<file path="config.mk">
export PLATFORM = sky130hd
export DESIGN_NAME = adc_scan_seq
export DESIGN_NICKNAME = d
export VERILOG_FILES = /design/src/rtl/adc_seq_pkg.sv /design/src/rtl/adc_seq_trig.sv /design/src/rtl/adc_seq_scan.sv /design/src/rtl/adc_seq_fifo.sv /design/src/rtl/adc_scan_seq.sv
export SDC_FILE = /design/constraint.sdc
export NUM_CORES = 1
export LEC_CHECK = 0
export ABC_AREA = 1
export ABC_CLOCK_PERIOD_IN_PS = 3110
export BUFFER_PORTS_ARGS = -buffer_cell sky130_fd_sc_hd__clkbuf_2
export CORE_ASPECT_RATIO = 1.5
export CORE_MARGIN = 8
export CORE_UTILIZATION = 60
export CTS_BUF_LIST = sky130_fd_sc_hd__clkbuf_4
export DETAILED_ROUTE_END_ITERATION = 12
export GPL_TIMING_DRIVEN = 0
export HOLD_SLACK_MARGIN = 0.15
export PLACE_DENSITY_LB_ADDON = 0.05
export SLEW_MARGIN = 20
export SYNTH_ARGS = -nofsm -noshare
export SYNTH_HDL_FRONTEND = slang
export SYNTH_SLANG_ARGS = --single-unit
</file>
<file path="constraint.sdc">
create_clock -name clk_i -period 3.11 [get_ports clk_i]
set_clock_uncertainty 0.15 [all_clocks]
set_input_delay 0.4665 -clock clk_i [delete_from_list [all_inputs] [get_ports clk_i]]
set_output_delay 0.4665 -clock clk_i [all_outputs]
set_load 0.02 [all_outputs]
</file>
<file path="src/rtl/adc_seq_pkg.sv">
package adc_seq_pkg;
  localparam int unsigned CH_W   = 6;
  localparam int unsigned DATA_W = 16;

  typedef enum logic [1:0] {
    TRG_SOFT = 2'd0,
    TRG_FALL = 2'd1,
    TRG_RISE = 2'd2,
    TRG_TICK = 2'd3
  } trig_src_e;

  typedef enum logic [1:0] {
    REG_DATA = 2'd0,
    REG_MUX  = 2'd1,
    REG_CTRL = 2'd2,
    REG_STAT = 2'd3
  } reg_addr_e;

  localparam int unsigned CTL_DIFF_BIT = 2;
  localparam int unsigned CLR_OVF_BIT  = 0;
endpackage

</file>
<file path="src/rtl/adc_seq_trig.sv">
module adc_seq_trig
  import adc_seq_pkg::*;
(
  input  logic      clk_i,
  input  logic      rst_ni,
  input  trig_src_e src_i,
  input  logic      soft_i,
  input  logic      ext_i,
  input  logic      tick_i,
  output logic      fire_o
);
  logic ext_q;

  always_ff @(posedge clk_i or negedge rst_ni) begin
    if (!rst_ni) ext_q <= 1'b0;
    else         ext_q <= ext_i;
  end

  always_comb begin
    unique case (src_i)
      TRG_SOFT: fire_o = soft_i;
      TRG_FALL: fire_o = ext_q & ~ext_i;
      TRG_RISE: fire_o = ~ext_q & ext_i;
      TRG_TICK: fire_o = tick_i;
      default:  fire_o = 1'b0;
    endcase
  end
endmodule

</file>
<file path="src/rtl/adc_seq_scan.sv">
module adc_seq_scan
  import adc_seq_pkg::*;
#(
  parameter int unsigned NUM_CH = 64
) (
  input  logic            clk_i,
  input  logic            rst_ni,
  input  logic            fire_i,
  input  logic            done_i,
  input  logic            load_i,
  input  logic [CH_W-1:0] load_ch_i,
  input  logic [CH_W-1:0] lo_i,
  input  logic [CH_W-1:0] hi_i,
  input  logic            diff_i,
  output logic            busy_o,
  output logic            start_o,
  output logic [CH_W-1:0] ptr_o,
  output logic [CH_W-1:0] chan_sel_o
);
  localparam logic [CH_W-1:0] DIFF_MAX = CH_W'(NUM_CH / 2);

  logic            busy_q, start_q;
  logic [CH_W-1:0] ptr_q;
  logic            done_ok;

  assign done_ok = busy_q & done_i;

  always_ff @(posedge clk_i or negedge rst_ni) begin
    if (!rst_ni) begin
      busy_q  <= 1'b0;
      start_q <= 1'b0;
      ptr_q   <= '0;
    end else begin
      start_q <= fire_i & ~busy_q;
      busy_q  <= busy_q ? ~done_i : fire_i;
      if (load_i)       ptr_q <= load_ch_i;
      else if (done_ok) ptr_q <= (ptr_q >= hi_i) ? lo_i : ptr_q + 1'b1;
    end
  end

  assign busy_o     = busy_q;
  assign start_o    = start_q;
  assign ptr_o      = ptr_q;
  assign chan_sel_o = (diff_i && ptr_q > DIFF_MAX) ? DIFF_MAX : ptr_q;
endmodule

</file>
<file path="src/rtl/adc_seq_fifo.sv">
module adc_seq_fifo #(
  parameter int unsigned DW    = 16,
  parameter int unsigned DEPTH = 16
) (
  input  logic          clk_i,
  input  logic          rst_ni,
  input  logic          push_i,
  input  logic [DW-1:0] data_i,
  input  logic          pop_i,
  output logic [DW-1:0] rdata_o,
  output logic          empty_o,
  output logic          half_o,
  output logic          full_o,
  output logic          drop_o
);
  localparam int unsigned AW = (DEPTH > 1) ? $clog2(DEPTH) : 1;
  localparam int unsigned CW = $clog2(DEPTH + 1);

  logic [DW-1:0] mem_q [DEPTH];
  logic [AW-1:0] wr_q, rd_q;
  logic [CW-1:0] cnt_q;
  logic [DW-1:0] last_q;
  logic          do_push, do_pop;

  function automatic logic [AW-1:0] inc(input logic [AW-1:0] p);
    return (p == AW'(DEPTH - 1)) ? '0 : p + 1'b1;
  endfunction

  assign empty_o = (cnt_q == '0);
  assign full_o  = (cnt_q == CW'(DEPTH));
  assign half_o  = (cnt_q >= CW'(DEPTH / 2));
  assign do_push = push_i & ~full_o;
  assign do_pop  = pop_i & ~empty_o;
  assign drop_o  = push_i & full_o;
  assign rdata_o = empty_o ? last_q : mem_q[rd_q];

  always_ff @(posedge clk_i) begin
    if (do_push) mem_q[wr_q] <= data_i;
  end

  always_ff @(posedge clk_i or negedge rst_ni) begin
    if (!rst_ni) begin
      wr_q   <= '0;
      rd_q   <= '0;
      cnt_q  <= '0;
      last_q <= '0;
    end else begin
      if (do_push) wr_q <= inc(wr_q);
      if (do_pop) begin
        rd_q   <= inc(rd_q);
        last_q <= mem_q[rd_q];
      end
      cnt_q <= cnt_q + CW'(do_push) - CW'(do_pop);
    end
  end
endmodule

</file>
<file path="src/rtl/adc_scan_seq.sv">
module adc_scan_seq
  import adc_seq_pkg::*;
#(
  parameter int unsigned NUM_CH     = 64,
  parameter int unsigned FIFO_DEPTH = 16,
  parameter int unsigned ADC_BITS   = 16
) (
  input  logic        clk_i,
  input  logic        rst_ni,
  input  logic        bus_we_i,
  input  logic        bus_re_i,
  input  logic [1:0]  bus_addr_i,
  input  logic [15:0] bus_wdata_i,
  output logic [15:0] bus_rdata_o,
  input  logic        ext_trig_i,
  input  logic        pacer_tick_i,
  input  logic        conv_done_i,
  input  logic [15:0] conv_data_i,
  output logic        conv_start_o,
  output logic [5:0]  chan_sel_o
);
  localparam int unsigned PAD = DATA_W - ADC_BITS;

  reg_addr_e       addr;
  logic [CH_W-1:0] lo_q, hi_q, scan_ptr;
  trig_src_e       trig_q;
  logic            diff_q, ovf_q;
  logic            soft_we, mux_we, ctrl_we, stat_we, ovf_clr, pop;
  logic            fire, scan_busy, push;
  logic            fifo_empty, fifo_half, fifo_full, fifo_drop;
  logic [DATA_W-1:0] fifo_rdata, sample;
  logic            unused_wd;

  assign addr    = reg_addr_e'(bus_addr_i);
  assign soft_we = bus_we_i && addr == REG_DATA;
  assign mux_we  = bus_we_i && addr == REG_MUX;
  assign ctrl_we = bus_we_i && addr == REG_CTRL;
  assign stat_we = bus_we_i && addr == REG_STAT;
  assign ovf_clr = stat_we && bus_wdata_i[CLR_OVF_BIT];
  assign pop     = bus_re_i && addr == REG_DATA;
  assign push    = conv_done_i & scan_busy;
  assign unused_wd = ^{bus_wdata_i[15:14], bus_wdata_i[7:6]};

  generate
    if (ADC_BITS >= DATA_W) begin : g_full
      assign sample = conv_data_i;
    end else begin : g_left
      logic unused_hi;
      assign unused_hi = ^conv_data_i[DATA_W-1:ADC_BITS];
      assign sample    = {conv_data_i[ADC_BITS-1:0], {PAD{1'b0}}};
    end
  endgenerate

  always_ff @(posedge clk_i or negedge rst_ni) begin
    if (!rst_ni) begin
      lo_q   <= '0;
      hi_q   <= '0;
      trig_q <= TRG_SOFT;
      diff_q <= 1'b0;
      ovf_q  <= 1'b0;
    end else begin
      if (mux_we) begin
        lo_q <= bus_wdata_i[5:0];
        hi_q <= bus_wdata_i[13:8];
      end
      if (ctrl_we) begin
        trig_q <= trig_src_e'(bus_wdata_i[1:0]);
        diff_q <= bus_wdata_i[CTL_DIFF_BIT];
      end
      if (fifo_drop)    ovf_q <= 1'b1;
      else if (ovf_clr) ovf_q <= 1'b0;
    end
  end

  adc_seq_trig u_trig (
    .clk_i  (clk_i),
    .rst_ni (rst_ni),
    .src_i  (trig_q),
    .soft_i (soft_we),
    .ext_i  (ext_trig_i),
    .tick_i (pacer_tick_i),
    .fire_o (fire)
  );

  adc_seq_scan #(.NUM_CH(NUM_CH)) u_scan (
    .clk_i      (clk_i),
    .rst_ni     (rst_ni),
    .fire_i     (fire),
    .done_i     (conv_done_i),
    .load_i     (mux_we),
    .load_ch_i  (bus_wdata_i[5:0]),
    .lo_i       (lo_q),
    .hi_i       (hi_q),
    .diff_i     (diff_q),
    .busy_o     (scan_busy),
    .start_o    (conv_start_o),
    .ptr_o      (scan_ptr),
    .chan_sel_o (chan_sel_o)
  );

  adc_seq_fifo #(.DW(DATA_W), .DEPTH(FIFO_DEPTH)) u_fifo (
    .clk_i   (clk_i),
    .rst_ni  (rst_ni),
    .push_i  (push),
    .data_i  (sample),
    .pop_i   (pop),
    .rdata_o (fifo_rdata),
    .empty_o (fifo_empty),
    .half_o  (fifo_half),
    .full_o  (fifo_full),
    .drop_o  (fifo_drop)
  );

  always_comb begin
    unique case (addr)
      REG_DATA: bus_rdata_o = fifo_rdata;
      REG_MUX:  bus_rdata_o = {2'b00, hi_q, 2'b00, lo_q};
      REG_CTRL: bus_rdata_o = {13'd0, diff_q, trig_q};
      REG_STAT: bus_rdata_o = {11'd0, scan_busy, ovf_q, fifo_full, fifo_half, ~fifo_empty};
      default:  bus_rdata_o = '0;
    endcase
  end
endmodule

</file>
After elaboration in Yosys (flattened, before gate mapping) --
Memories as Yosys holds them, arrays and structs flattened. Cells that the tools add are included. Widths: inputs -> output; s select.
Word-level totals: register bits after elaboration 54, RAM bits 256, input port bits 41, output and inout port bits 23, logic and storage cells 70, memories 1
Memory list:
- u_fifo.mem_q | depth 16, width 16, rd ports 1, clocked after Yosys merged registers in 0, write ports 1, RTL line adc_seq_fifo.sv:19 | logic [DW-1:0] mem_q [DEPTH];
Operators by class: $add $sub $neg 5, $lt $le $gt $ge 3, equal/unequal tests 9, multiplexer cells 14, bitwise logic cells 13, reduce and logical (&&, ||, !) cells 12
Operator list (count):
- $pmux 16 s4 | 1
- $mux 6 | 4
- $mux 16 | 1
- $add 4x1->4 const B | 2
- $eq 2x2->1 const B | 4
- $eq 4x4->1 const B | 2
- $mux 4 | 2
- $and 1x1->1 | 7
- $logic_and 1x1->1 | 7
- $add 6x1->6 const B | 1
- $ge 6x6->1 | 1
- $gt 6x6->1 const B | 1
- $not 1->1 | 6
- $add 5x1->5 | 1
- $eq 5x5->1 const B | 1
- $ge 5x4->1 const B | 1
- $logic_not 5->1 | 1
- $mux 1 | 5
- $sub 5x1->5 | 1
- $eq 2x1->1 const B | 2
- $logic_not 2->1 | 2
- $pmux 1 s4 | 1
- $reduce_bool 2->1 | 2

Longest topological paths before layout --
word-level depth 5, depth in mapped cells 14, gate-level depth less buffers 13

Modules after synthesis --
A second synthesis with hierarchy kept.
Second synthesis, totals: cells, all modules 1504, area, all modules 14285.0 um^2
By module, submodules not included:
- adc_seq_fifo | times used 1, cells each 1223, area an instance 12418.2 um^2, sequential area each 8413.1 um^2
- adc_scan_seq | times used 1, cells each 140, area an instance 973.4 um^2, sequential area each 400.4 um^2
- adc_seq_scan | times used 1, cells each 128, area an instance 822.0 um^2, sequential area each 200.2 um^2
- adc_seq_trig | times used 1, cells each 13, area an instance 71.3 um^2, sequential area each 25.0 um^2

Least setup slack after synthesis --
OpenSTA, ideal clock, no wires.
path kind register -> register, start register u_fifo.cnt_q[2], end register u_fifo.cnt_q[4], library setup time 79 ps, data arrival time 2393 ps, setup slack 488 ps, cell stages (with the launch flop) 15, period minus slack after synthesis 2622 ps, cells stage by stage dfrtp_1 -> inv_1 -> ha_1 -> nand3_1 -> nand3_2 -> inv_2 -> buf_6 -> ha_1 -> inv_1 -> ha_1 -> fa_1 -> a21oi_1 -> nor2_1 -> nor2_1 -> xor2_1
Between the ends: elaborated cells between the ends (all ways) 8
RTL lines:
- from (decl) | RTL line adc_seq_fifo.sv:21 | logic [CW-1:0] cnt_q;
- from (signal assigned) | RTL line adc_seq_fifo.sv:53 | cnt_q <= cnt_q + CW'(do_push) - CW'(do_pop);
- $logic_not 5->1 | RTL line adc_seq_fifo.sv:29 | assign empty_o = (cnt_q == '0);
- $not 1->1 | RTL line adc_seq_fifo.sv:33 | assign do_pop = pop_i & ~empty_o;
- $and 1x1->1 | RTL line adc_seq_fifo.sv:33
- named net u_fifo.do_pop | RTL line adc_seq_fifo.sv:23 | logic do_push, do_pop;
- $sub 5x1->5 | RTL line adc_seq_fifo.sv:53
The timed path passes the listed nets, and every way through them passes these cells. A chain may end at the register's enable or synchronous reset.

Worst setup path after layout --
start register u_fifo.rd_q[0], end output bus_rdata_o[12]
Between the ends: word-level cells in the longest chain between the ends 3
RTL lines:
- from (decl) | RTL line adc_seq_fifo.sv:20 | logic [AW-1:0] wr_q, rd_q;
- from (signal assigned) | RTL line adc_seq_fifo.sv:50 | rd_q <= inc(rd_q);
- $mem_v2 16x16
- $mux 16 | RTL line adc_seq_fifo.sv:35 | assign rdata_o = empty_o ? last_q : mem_q[rd_q];
- $pmux 16 s4 | RTL line adc_scan_seq.sv:115 | unique case (addr)
- to (decl) | RTL line adc_scan_seq.sv:14 | output logic [15:0] bus_rdata_o,
No other way between the ends.

==> load_flow_metrics.sql <==
INSERT INTO impl_metrics (metric_group, metric, value, unit) VALUES
('pwr', 'clk_network_pwr_share', '22.3', '%'),
('timing', 'slew_headroom', '41.57', '%'),
('yosys', 'synth_nets', '1561', ''),
('setup_path', 'crit_start', 'u_fifo.rd_q[0]', ''),
('pwr', 'p_int', '0.008468', 'W'),
('placed_design', 'dpl_cell_area', '0.01511', 'sq mm'),
('grt', 'grt_usage', '26.38', '%'),
('drt', 'drt_first_iter_violations', '794', ''),
('setup_path', 'end_kind', 'output pin', ''),
('timing', 'timing_worst_slew_pin_value', '875.4', 'ps'),
('yosys', 'synthDistinctLibCells', '32', ''),
('floorplanning', 'die-area', '0.02885', 'sq mm'),
('yosys', 'combined_area_of_all_synthesized_cells', '0.01415', 'sq mm'),
('grt', 'maximum_number_of_pins_on_one_net_before_global_route_repair', '44', ''),
('clock_tree', 'cts-root-buf', 'sky130_fd_sc_hd__clkbuf_4', ''),
('layout', 'fraction_of_final_layout_cells_sized_beyond_drive_strength_1', '18.15', '%'),
('yosys', 'yosys.area.top_type_share', '54.33', '%'),
('job', 'cap_violations', '0', ''),
('yosys', 'top_cells_by_area_in_the_synthesized_netlist', 'sky130_fd_sc_hd__edfxtp_1 54%, sky130_fd_sc_hd__nand2_1 15%, sky130_fd_sc_hd__dfrtp_1 9.5%', ''),
('timing', 'final_max_slew_viol_count', '0', ''),
('grt', 'grt_pass1_vias', '10600', ''),
('drt', 'postRouteWirelength', '37230', 'um'),
('pwr', 'total_leakage_power', '7.854', 'nW'),
('timing', 'rsz0062_at_grt', 'yes', ''),
('yosys', 'avg_cell_area_syn', '9.440', 'sq um'),
('setup_path', 'worstReg2RegEnd', 'u_fifo.cnt_q[4]', ''),
('setup_path', 'r2r_depth', '11', ''),
('status', 'run_status', 'completed', ''),
('setup_path', 'timing.reg2reg.setup_slack', '230', 'ps'),
('yosys', 'synth_sequential_area_ratio', '63.88', '%'),
('setup_path', 'maximum_fanout_along_the_worst_path', '6', ''),
('setup_path', 'required', '2490', 'ps'),
('pwr', 'switching_share', '38.99', '%'),
('setup_path', 'critPathLaunchType', 'flip-flop', ''),
('yosys', 'synth_area_leader_cell', 'sky130_fd_sc_hd__edfxtp_1', ''),
('timing', 'setup_ws', '44.91', 'ps'),
('yosys', 'synth-async-reset-ratio', '17.42', '%'),
('yosys', 'yosysMostFrequentCell', 'sky130_fd_sc_hd__nand2_1', ''),
('timing', 'post-route-period-util', '98.56', '%'),
('yosys', 'synthesis.yosys.warnings', '0', ''),
('pwr', 'seq_power_share', '37.7', '%'),
('drt', 'avgViaCountPerCell', '5.196', ''),
('pwr', 'pwr-share-comb', '40.1', '%'),
('setup_path', 'timing.critical_path.cells', 'inv_4, buf_12, buf_8, nand2_1, nand3_1, nand2_2, nand2_1, nand2_1, inv_1, nand3_1, nand2_1, nand2_1, clkbuf_2', ''),
('drt', 'route.detailed.drc', '0', ''),
('layout', 'syn2layout_area_growth', '19.39', '%'),
('drt', 'drt_first_pass_iters', '5', ''),
('placed_design', 'gp_congestion', '0.8738', ''),
('setup_path', 'critical_path.max_stage_delay', '470', 'ps'),
('clock_tree', 'tritoncts', 'yes', ''),
('grt', 'antenna_found_initial', '1', ''),
('grt', 'wire_length_of_the_first_global_routing_pass', '56840', 'um'),
('floorplanning', 'core_footprint', '0.02340', 'sq mm'),
('pwr', 'pwr_density_cell', '821.6', 'mW/mm^2'),
('yosys', 'synth_flop_cell', 'sky130_fd_sc_hd__edfxtp_1', ''),
('placed_design', 'final_hpwl_dp', '25120', 'um'),
('yosys', 'postSynthCellCount', '1499', ''),
('grt', 'global_route.overflow_total', '0', ''),
('floorplanning', 'dieWidth', '141.4', 'um'),
('timing', 'maxClockFrequency', '326.3', 'MHz'),
('drt', 'num_vias', '10710', ''),
('pwr', 'irDropWorstVdd', '460.4', 'uV'),
('timing', 'period_minus_slack', '3065', 'ps'),
('clock_tree', 'cts.reportedPaths.clkPinSlew', '70', 'ps'),
('timing', 'worst_hold_slack', '207.7', 'ps'),
('clock_tree', 'insertion_delay', '710', 'ps'),
('layout', 'stdcell_area', '0.01689', 'sq mm'),
('placed_design', 'place_inst', '1892', ''),
('timing', 'final_hold_fails', '0', ''),
('pwr', 'p_sw', '0.005412', 'W'),
('setup_path', 'worstSetupEndpoint', 'bus_rdata_o[12]', '');
-- worst min path at each step --
stage | slack (ps) | end | depth (start not counted)
floorplan | 20 | diff_q | 0
detailed placement | 210 | hi_q[5] | 1
finish | 210 | u_fifo.last_q[1] | 5
CTS | 150 | u_fifo.mem_q[14][9] | 1
global placement | 280 | u_scan.start_o | 1
global route | 170 | u_fifo.mem_q[3][9] | 1
-- area by class of cell --
type / count / area, sq um / share of cell area (%)
buffer: 60 / 530.5 / 3.140
clock buffer: 105 / 788.3 / 4.666
tap: 319 / 399.1 / 2.363
sequential: 310 / 9040 / 53.51
clock inverter: 18 / 67.56 / 0.3999
inverter: 235 / 898.4 / 5.318
timing repair buffer: 119 / 1025 / 6.066
antenna: 1 / 2.502 / 0.01481
multi-input combinational: 894 / 4143 / 24.52
-- cells in the final DEF, fill, tap and decap left out, types with 20 or more instances in the layout --
master | netlist | final
sky130_fd_sc_hd__nand2_1 | 568 | 544
sky130_fd_sc_hd__edfxtp_1 | 256 | 256
sky130_fd_sc_hd__inv_1 | 225 | 219
sky130_fd_sc_hd__nand3_1 | 153 | 136
sky130_fd_sc_hd__clkbuf_4 | 0 | 106
sky130_fd_sc_hd__clkbuf_2 | 0 | 55
sky130_fd_sc_hd__dfrtp_1 | 54 | 53
sky130_fd_sc_hd__o21ai_0 | 44 | 43
sky130_fd_sc_hd__dlygate4sd3_1 | 0 | 43
sky130_fd_sc_hd__nor2_1 | 57 | 40
sky130_fd_sc_hd__buf_4 | 7 | 28
sky130_fd_sc_hd__nand2_2 | 0 | 23
sky130_fd_sc_hd__ha_1 | 20 | 20
-- timing repair --
action	4_1_cts	5_1_grt
cloned	0	2
hold endpoints to repair	329	0
pin swaps	0	5
endpoints found under the setup margin	17	17
gates resized for setup	68	98
hold buffers	43	0
-- power groups by stage --
stage / combinational (W) / sequential (W) / clock [W]
after global placement: 0.00470 / 0.00529 / 0
final: 0.00556 / 0.00523 / 0.00309
after global routing: 0.00614 / 0.00528 / 0.00335
after floorplan: 0.00327 / 0.00524 / 0
after detailed placement: 0.00487 / 0.00530 / 0
after CTS: 0.00518 / 0.00522 / 0.00314
-- logic make-up after synthesis --
kind of cell | after synthesis | share of synthesized area, %
AOI/OAI and AO/OA | 72 | 2.644
xor gates and xnor gates | 9 | 0.5571
adders and majority gates | 21 | 1.910
buffers and inverters | 295 | 8.347
DFF | 310 | 63.88
and+or+nand+nor | 792 | 22.66
-- layer usage --
metal | vias up | global-route usage [%] | routed length (um) | part of all wire, %
met5 | - | 0 | 0 | 0
met4 | 0 | 16.67 | 1729 | 4.6
met3 | 97 | 4.793 | 2695 | 7.2
met2 | 443 | 46.90 | 19470 | 52
met1 | 4973 | 28.54 | 13330 | 36
li1 | 5196 | - | - | -
-- state kept, by name, summed over array words and instances, names as in the netlist --
name	count
diff_q	1
hi_q	6
u_trig.ext_q	1
u_scan.ptr_o	6
lo_q	6
u_fifo.last_q	16
u_fifo.mem_q	256
trig_q	2
u_fifo.cnt_q	5
u_scan.start_o	1
u_scan.busy_o	1
ovf_q	1
u_fifo.wr_q	4
u_fifo.rd_q	4
-- worst max-delay path, delay by kind of cell, from the launching register on --
kind | cells | cell delay (ps)
flip-flops | 1 | 470
AND/OR/NAND/NOR | 8 | 630
buffers and inverters | 5 | 640
-- through the flow --
stage	power, W	util [%]	TNS, ps
after floorplan	0.008505	-	0
after global placement	0.009997	63.45	-28760
after detailed placement	0.01018	64.60	-113.5
after CTS	0.01355	70.85	-36.13
after global routing	0.01476	72.21	-641.1
final	0.01388	72.21	0
Note: power is estimated with default switching activity, not from simulation.
